**src/rtl/dist_regs_pkg.sv**
```systemverilog
package dist_regs_pkg;

    localparam int ADDR_W   = 16;
    localparam int DATA_W   = 64;
    localparam int LEN_W    = 4;
    localparam int INTID_W  = 10;
    localparam int PRIV_IDS = 32;
    localparam int AFF_W    = 24;

    localparam logic [2:0]  ROUTE_TOP   = 3'b011;        // 0x6000..0x7FFF
    localparam logic [13:0] PID2_WORD   = 14'h3FFA;      // 0xFFE8 >> 2
    localparam logic [31:0] CTRL_FIXED  = 32'h0000_0050; // bits 4 and 6
    localparam int          CTRL_EN_BIT = 1;
    localparam logic [31:0] PID2_VALUE  = 32'h0000_003B;

    typedef enum logic [2:0] {
        RG_NONE,
        RG_CTRL,
        RG_TYPE,
        RG_IDENT,
        RG_ROUTE,
        RG_PID2
    } region_e;

    typedef struct packed {
        region_e              region;
        logic [INTID_W-1:0]   slot;      // shared index (ID - 32)
        logic                 upper;     // upper word of a 64-bit register
        logic [1:0]           byte_off;  // byte offset within the word
    } decode_t;

    function automatic logic [DATA_W-1:0] len_mask(input logic [LEN_W-1:0] len);
        case (len)
            4'd1:    return 64'h0000_0000_0000_00FF;
            4'd2:    return 64'h0000_0000_0000_FFFF;
            4'd4:    return 64'h0000_0000_FFFF_FFFF;
            default: return '1;
        endcase
    endfunction

    function automatic logic [DATA_W-1:0] lane_pick(
        input logic [DATA_W-1:0] value,
        input logic [1:0]        off,
        input logic [LEN_W-1:0]  len
    );
        return (value >> {off, 3'b000}) & len_mask(len);
    endfunction

    function automatic logic [31:0] type_word(input int num_shared, input int id_bits);
        logic [31:0] t;
        t = 32'((num_shared + PRIV_IDS) / 32 - 1);
        t = t | (32'(id_bits - 1) << 19);
        return t;
    endfunction

endpackage

```
**src/rtl/dist_decode.sv**
```systemverilog
module dist_decode
    import dist_regs_pkg::*;
#(
    parameter int NUM_SHARED = 64
) (
    input  logic [ADDR_W-1:0] addr_i,
    output decode_t           dec_o
);
    localparam int ID_LIMIT = PRIV_IDS + NUM_SHARED;

    logic [INTID_W-1:0] intid;
    assign intid = addr_i[12:3];

    always_comb begin
        dec_o          = '0;
        dec_o.region   = RG_NONE;
        dec_o.upper    = addr_i[2];
        dec_o.byte_off = addr_i[1:0];
        if (addr_i[15:4] == 12'h000) begin
            case (addr_i[3:2])
                2'd0:    dec_o.region = RG_CTRL;
                2'd1:    dec_o.region = RG_TYPE;
                2'd2:    dec_o.region = RG_IDENT;
                default: dec_o.region = RG_NONE;
            endcase
        end else if (addr_i[15:13] == ROUTE_TOP) begin
            if (int'(intid) >= PRIV_IDS && int'(intid) < ID_LIMIT) begin
                dec_o.region = RG_ROUTE;
                dec_o.slot   = intid - INTID_W'(PRIV_IDS);
            end
        end else if (addr_i[15:2] == PID2_WORD) begin
            dec_o.region = RG_PID2;
        end
    end

endmodule

```
**src/rtl/dist_ctrl.sv**
```systemverilog
module dist_ctrl (
    input  logic clk,
    input  logic rst,
    input  logic wr_en_i,
    input  logic wr_enable_i,
    output logic enable_o,
    output logic kick_o
);
    always_ff @(posedge clk) begin
        if (rst) begin
            enable_o <= 1'b0;
            kick_o   <= 1'b0;
        end else begin
            kick_o <= wr_en_i && wr_enable_i && !enable_o;
            if (wr_en_i) begin
                enable_o <= wr_enable_i;
            end
        end
    end
endmodule

```
**src/rtl/dist_route_store.sv**
```systemverilog
module dist_route_store
    import dist_regs_pkg::*;
#(
    parameter int NUM_SHARED = 64
) (
    input  logic               clk,
    input  logic               rst,
    input  logic               wr_en_i,
    input  logic [INTID_W-1:0] wr_slot_i,
    input  logic [AFF_W-1:0]   wr_aff_i,
    input  logic [INTID_W-1:0] rd_slot_i,
    output logic [AFF_W-1:0]   rd_aff_o
);
    logic [AFF_W-1:0] aff_q [NUM_SHARED];

    for (genvar g = 0; g < NUM_SHARED; g++) begin : g_slot
        always_ff @(posedge clk) begin
            if (rst) begin
                aff_q[g] <= '0;
            end else if (wr_en_i && wr_slot_i == INTID_W'(g)) begin
                aff_q[g] <= wr_aff_i;
            end
        end
    end

    always_comb begin
        rd_aff_o = '0;
        for (int i = 0; i < NUM_SHARED; i++) begin
            if (rd_slot_i == INTID_W'(i)) begin
                rd_aff_o = aff_q[i];
            end
        end
    end
endmodule

```
**src/rtl/dist_regs.sv**
```systemverilog
module dist_regs
    import dist_regs_pkg::*;
#(
    parameter int          NUM_SHARED   = 64,
    parameter int          ID_BITS      = 10,
    parameter logic [7:0]  PRODUCT_CODE = 8'h4B,
    parameter logic [11:0] IMPL_CODE    = 12'h43B
) (
    input  logic              clk,
    input  logic              rst,
    input  logic              req_valid_i,
    input  logic              req_write_i,
    input  logic [15:0]       req_addr_i,
    input  logic [3:0]        req_len_i,
    input  logic [63:0]       req_wdata_i,
    output logic              rsp_valid_o,
    output logic [63:0]       rsp_rdata_o,
    output logic              grp_enable_o,
    output logic              kick_o
);
    localparam logic [31:0] TYPE_VALUE  = type_word(NUM_SHARED, ID_BITS);
    localparam logic [31:0] IDENT_VALUE = {PRODUCT_CODE, 12'h000, IMPL_CODE};

    decode_t          dec;
    logic             wr_req;
    logic             rd_req;
    logic             ctrl_wr;
    logic             route_wr;
    logic [AFF_W-1:0] route_aff;
    logic [63:0]      rdata_next;

    assign wr_req   = req_valid_i && req_write_i;
    assign rd_req   = req_valid_i && !req_write_i;
    assign ctrl_wr  = wr_req && dec.region == RG_CTRL;
    assign route_wr = wr_req && dec.region == RG_ROUTE && !dec.upper;

    dist_decode #(.NUM_SHARED(NUM_SHARED)) u_decode (
        .addr_i (req_addr_i),
        .dec_o  (dec)
    );

    dist_ctrl u_ctrl (
        .clk         (clk),
        .rst         (rst),
        .wr_en_i     (ctrl_wr),
        .wr_enable_i (req_wdata_i[CTRL_EN_BIT]),
        .enable_o    (grp_enable_o),
        .kick_o      (kick_o)
    );

    dist_route_store #(.NUM_SHARED(NUM_SHARED)) u_route (
        .clk       (clk),
        .rst       (rst),
        .wr_en_i   (route_wr),
        .wr_slot_i (dec.slot),
        .wr_aff_i  (req_wdata_i[AFF_W-1:0]),
        .rd_slot_i (dec.slot),
        .rd_aff_o  (route_aff)
    );

    always_comb begin
        rdata_next = '0;
        case (dec.region)
            RG_CTRL:  rdata_next = {32'h0, CTRL_FIXED | (32'(grp_enable_o) << CTRL_EN_BIT)};
            RG_TYPE:  rdata_next = {32'h0, TYPE_VALUE};
            RG_IDENT: rdata_next = {32'h0, IDENT_VALUE};
            RG_ROUTE: begin
                if (!dec.upper) begin
                    rdata_next = lane_pick({{(DATA_W-AFF_W){1'b0}}, route_aff},
                                           dec.byte_off, req_len_i);
                end
            end
            RG_PID2:  rdata_next = {32'h0, PID2_VALUE};
            default:  rdata_next = '0;
        endcase
    end

    always_ff @(posedge clk) begin
        if (rst) begin
            rsp_valid_o <= 1'b0;
            rsp_rdata_o <= '0;
        end else begin
            rsp_valid_o <= rd_req;
            if (rd_req) begin
                rsp_rdata_o <= rdata_next;
            end
        end
    end
endmodule

```
**config.mk**
```make
export PLATFORM = sky130hd
export DESIGN_NAME = dist_regs
export DESIGN_NICKNAME = d
export VERILOG_FILES = /design/src/rtl/dist_regs_pkg.sv /design/src/rtl/dist_decode.sv /design/src/rtl/dist_ctrl.sv /design/src/rtl/dist_route_store.sv /design/src/rtl/dist_regs.sv
export SDC_FILE = /design/constraint.sdc
export NUM_CORES = 2
export LEC_CHECK = 0
export BUFFER_PORTS_ARGS = -buffer_cell sky130_fd_sc_hd__buf_4
export CORE_MARGIN = 8
export CORE_UTILIZATION = 44
export DETAILED_ROUTE_END_ITERATION = 8
export PLACE_DENSITY = 0.7
export SYNTH_ARGS = -nofsm -noshare
export SYNTH_HDL_FRONTEND = slang
export SYNTH_HIERARCHICAL = 1
export SYNTH_SLANG_ARGS = --single-unit
export TNS_END_PERCENT = 20
```
**constraint.sdc**
```tcl
create_clock -name clk -period 6.9 [get_ports clk]
set_clock_uncertainty 0.15 [all_clocks]
set_input_delay 1.035 -clock clk [delete_from_list [all_inputs] [get_ports clk]]
set_output_delay 1.035 -clock clk [all_outputs]
set_load 0.02 [all_outputs]
```
Word level (Yosys, flattened, before mapping):

Memories as Yosys holds them, arrays and structs flattened.
Cells that the tools add are included.

* muxes and demuxes: 334
* equality and inequality tests: 75
* $add $sub $neg: 1
* bitwise logic cells: 65
* reduce and logical (&&, ||, !) cells: 78
* $lt $le $gt $ge: 2
* shifts and indexed selects: 1

Operator list (number)
* 24-bit 2-to-1 mux: 128
* 10-bit by 6-bit equality test with 1-bit output (second input constant): 32
* 64-bit one-hot mux with 5 select lines: 1
* 1-bit 2-to-1 mux: 194
* 64-bit 2-to-1 mux: 3
* 64-bit one-hot mux with 3 select lines: 1
* 10-bit by 5-bit equality test with 1-bit output (second input constant): 16
* 10-bit by 4-bit equality test with 1-bit output (second input constant): 8
* 1-bit logical AND: 72
* 64-bit bitwise AND: 1
* 1-bit bitwise OR: 64
* 24-bit by 5-bit >> shifter with 64-bit output: 1
* 10-bit by 3-bit equality test with 1-bit output (second input constant): 4
* 10-bit by 2-bit equality test with 1-bit output (second input constant): 2
* 10-bit 2-to-1 mux: 2
* 14-bit equality test (second input constant): 1
* 13-bit 2-to-1 mux: 1
* 12-bit logical NOT: 1
* 10-bit by 1-bit equality test with 1-bit output (second input constant): 1
* 10-bit by 6-bit greater-or-equal comparator with 1-bit output (second input constant): 1
* 10-bit logical NOT: 1
* 10-bit by 7-bit < comparator with 1-bit output (second input constant): 1
* 10-bit by 6-bit subtractor with 10-bit output (second input constant): 1
* 3-bit by 2-bit equality test with 1-bit output (second input constant): 3
* 11 further kinds: 16

* bits in writable memories: 1536
* flip-flop bits (word level): 67
* input bits: 88
* output and inout port bits: 67
* memories: 1

Memory list
* u_route.aff_q: depth 64, width 24, rd ports 64, clocked after memory_dff 0, write ports 64, line dist_route_store.sv:14 `logic [AFF_W-1:0] aff_q [NUM_SHARED];`

Longest topological paths before layout:

* depth in word-level cells: 74
* gate-level depth with buffers: 23
* mapped depth without buffers: 17

Hierarchy:

Netlist, hierarchy kept.

By module, submodules not included
* dist_route_store: cells each 5863, times used 1, area an instance 72437.0 um2
* dist_regs: cells each 181, times used 1, area an instance 1620.3 um2
* dist_decode: cells each 47, times used 1, area an instance 419.2 um2
* dist_ctrl: cells each 5, times used 1, area an instance 66.3 um2

Worst setup path after synthesis:

No wires, ideal clock.

* kind: input port to flip-flop
* start point: in req_addr_i[9]
* end point: reg rsp_rdata_o[1]
* arrival time: 4.833 ns
* library setup time: 0.127 ns
* data required time: 6.623 ns
* path slack: 1.789 ns
* stages: 21
* path through: inv_1 > ha_1 > nor4b_2 > a21boi_1 > buf_4 > nor3b_2 > buf_2 > buf_2 > buf_2 > buf_2 > buf_2 > mux2_2 > o21ai_0 > o211ai_1 > a221o_1 > a211oi_1 > a21oi_1 > mux2i_1 > nor3_1 > o311ai_0 > a21oi_1

RTL lines
* from (decl): line dist_regs.sv:13 `input logic [15:0] req_addr_i,`
* to (signal assigned): line dist_regs.sv:85 `rsp_rdata_o <= rdata_next;`
* to (decl): line dist_regs.sv:17 `output logic [63:0] rsp_rdata_o,`

==> metrics <==
Static Leak about 0.03 uW; net switching power figure between 4000 and 5000 uW; commonest cells after routing, fill and taps aside and2_1 (1539), edfxtp_1 (1536), buf_4 (661); total clock buffers created by CTS around 170; Boundary Pins between 150 and 200; Sink Count 1564; count of input and output buffers 78; average vias per placed instance between 6 and 7; Peak VDD IR around 0.00027 V; average cell area after synthesis between 10 and 15 um2; result of the run completed; Setup crit start kind input pin; final slew viol count 0; die area between 150000 and 200000 um2; global-route usage over all layers between 30% and 40%; buffer count from post-CTS setup fixing 0; setup repair after global routing missed its margin no; placed instance count 8444; maximum number of pins on one net before global-route repair 67; final weighted congestion of routability-driven global placement roughly 1.0; global-route wire length before repair around 430000 um; arrival time at the worst endpoint between 7 and 8 ns; final number of setup-violating endpoints 0; later-pin clock latency in the skew report ~0.87 ns; die outline width between 400 and 500 um; PnR worst setup slack approximately 0.27 ns; net switching share of the total power 23.0%; clock-pin slew on the worst setup and hold paths 0.06 ns; Die Height about 430 um; worst setup path startpoint req_addr_i[4]; vias in the first global route approximately 54000; cells after synthesis 6096; fraction of power consumed by sequential logic a little over half; P_int around 16000 uW; average wire per cell in the routed design approximately 36 um; area taken by multi-input logic gates ~26000 um2; highest net fanout along the worst path 38; Hold Vio Cnt, Final 0; leading cell type in the layout, fill and taps excluded and2_1; CP Cell Sequence buf_4, nor4_1, a21boi_1, buf_4, nor3b_4, buf_12, nand2b_4, buf_4, nor3_2, a2111oi_0, buf_4, nand3_1, a2111oi_0, or3_1, o41ai_2, mux2i_1, o21ai_0, nand2_1, a311oi_1; number of fill cells in the layout approximately 14000; class of the most critical setup path input pin to flop; combined flip-flop and latch cell area between 40000 and 50000 um2; startpoint of the worst-slack reg-to-reg timing path u_route/aff_q[0][78]$_SDFFCE_PN0P_; clock tree from TritonCTS built; share of total power in combinational logic between 4 and 5%; standard-cell rows between 150 and 200; Critical Path Sink Type flop; master cell of the clock root buffer clkbuf_16; power density of the placed cells between 200 and 250 nW/um2; Max-slew headroom roughly 6.4%; flop and latch count out of synthesis approximately 1600; clock network fraction of total power a little over two fifths; count of flip-flops with a built-in enable after synthesis 1536; maximum number of buffers from clock root to sink 3; post-synth cell types slightly below 100; number of antenna violations at the first check in global routing 33; crit path max-delay cell type a2111oi_0; maximum single-stage delay on the critical path between 1 and 1.5 ns; remaining antenna violation count after routing 0; post-placement cell area 81000 um2; total via count after detailed routing between 50000 and 60000; iteration count of the initial detailed-routing pass 7; clock period minus worst slack 6.63 ns; PostCTS Resize Cnt 0; starting density of the core 44.1%; final cell area excluding filler cells 86500 um2; # H-tree levels 4; library cell occupying the most area in the post-synthesis netlist edfxtp_1; cell area after synthesis 74500 um2; Iter 0 DRT Violations about 10000; transition time at the pin with the least slew margin around 1.4 ns; area share of the largest cell type after synthesis between 60% and 70%; total detailed-routing wirelength between 300000 and 400000 um; DP Worst Slack -0.240 ns; most frequently used flop master after synthesis edfxtp_1; area added between synthesis and finish 16.1%; max-cap check violation count 0; core box area around 170000 um2; top area cells in the synthesized netlist edfxtp_1 (62%), and2_1 (13%), clkbuf_1 (2.1%); sequential area share after synthesis 62.6%; # hold bufs at CTS 0; fin crit share between 90% and 100%; data required time of the worst path between 7 and 8 ns; critical path's most frequent cell buf_4; number of design rule violations left after detail routing 0; total congestion overflow 0; detailed placer's ending HPWL about 200000 um; type of the tightest min-delay check flop to flop; origin of the worst min-delay path rsp_rdata_o[11]$_SDFFE_PP0P_; Yosys warning total 6; post-synthesis async set-or-reset flop share 0%; final instance count without filler cells between 8000 and 9000; post-layout net count between 6000 and 7000; Max Freq 151 MHz; layout cell share with drive strength beyond 1 18.0%
metal layers:
layer / share of wire, % / wire, um / up-vias / track usage, %
li1: - / - / 23000 / -
met1: 36 / 113000 / 28600 / 43.6
met2: 41 / 130000 / 4885 / 47.4
met3: 15 / 47200 / 1016 / 11.9
met4: 7.2 / 22400 / 14 / 18.6
met5: 0.033 / 102 / - / 0
state kept, by name, summed over array words and instances (netlist names):
name / count
u_ctrl/enable_o: 1
rsp_valid_o: 1
rsp_rdata_o: 25
u_route/aff_q: 1536
u_ctrl/kick_o: 1
through the flow:
stage                     total power, uW  TNS [ns]  utilization, %  hold WS, ns
after detailed placement            12100    -0.293            48.0        0.295
after global placement              12100    -0.154            48.0        0.297
after CTS                           21100         0            51.2        0.309
after floorplan                     11600         0               -        0.388
final                               21100         0            51.2        0.309
after global routing                21500         0            51.2        0.335
cells by family (layout without fill, tap and decap cells):
| kind of cell | after synthesis | after routing | synth area share [%] |
|---|---|---|---|
| and+or+nand+nor | 2454 | 2454 | 19.0 |
| muxes | 150 | 150 | 2.48 |
| xor gates and xnor gates | 4 | 4 | 0.0470 |
| buffers and inverters | 626 | 1028 | 3.64 |
| DFF | 1564 | 1564 | 62.6 |
| AOI/OAI and AO/OA | 1290 | 1290 | 12.0 |
| other | 1 | 52 | 0.00503 |
| adders and majority gates | 7 | 7 | 0.117 |
path summary, 6_finish.rpt:
path,end,slack [ns],depth (start not counted)
setup reg to reg,rsp_rdata_o[6]$_SDFFE_PP0P_,2.69,14
hold / removal,rsp_rdata_o[11]$_SDFFE_PP0P_,0.31,2
hold reg to reg,rsp_rdata_o[11]$_SDFFE_PP0P_,0.31,2
setup / recovery,rsp_rdata_o[6]$_SDFFE_PP0P_,0.27,19
power by group through the flow:
stage / clock (uW) / combinational [uW] / sequential (uW)
floorplan: 0 / 419 / 11200
global placement: 0 / 892 / 11200
detailed placement: 0 / 900 / 11200
CTS: 9150 / 903 / 11000
global route: 9500 / 937 / 11000
finish: 9120 / 933 / 11000
area by class of cell:
| cell class | count | share of cell area, % |
|---|---|---|
| timing repair buffer | 700 | 6.64 |
| sequential | 1564 | 54.0 |
| clock buffer | 215 | 5.17 |
| clock inverter | 92 | 1.14 |
| antenna | 16 | 0.0463 |
| tap | 2218 | 3.21 |
| inverter | 21 | 0.0926 |
| multi-input combinational | 3941 | 29.7 |
synthesized netlist by cell type, drive strengths merged (25+ instances only):
| master | count |
|---|---|
| edfxtp | 1536 |
| mux2 | 46 |
| dfxtp | 28 |
| o21bai | 65 |
| nand2 | 250 |
| clkbuf | 413 |
| a22oi | 112 |
| a31oi | 33 |
| mux2i | 81 |
| a221oi | 62 |
| o221ai | 57 |
| a22o | 42 |
| o21ai | 232 |
| nor3 | 114 |
| o211ai | 44 |
| nor2 | 265 |
| and2 | 1540 |
| a222oi | 26 |
| a2111oi | 25 |
| a211oi | 31 |
| nand3 | 100 |
| o22ai | 150 |
| buf | 192 |
| a21oi | 209 |
critical path: cells and delay by family:
kind,cells,cell delay [ns]
buffers and inverters,5,1.28
AOI/OAI and AO/OA,6,2.55
muxes,1,0.16
and+or+nand+nor,7,2.06
No activity file was read; power rests on OpenSTA's default activity.
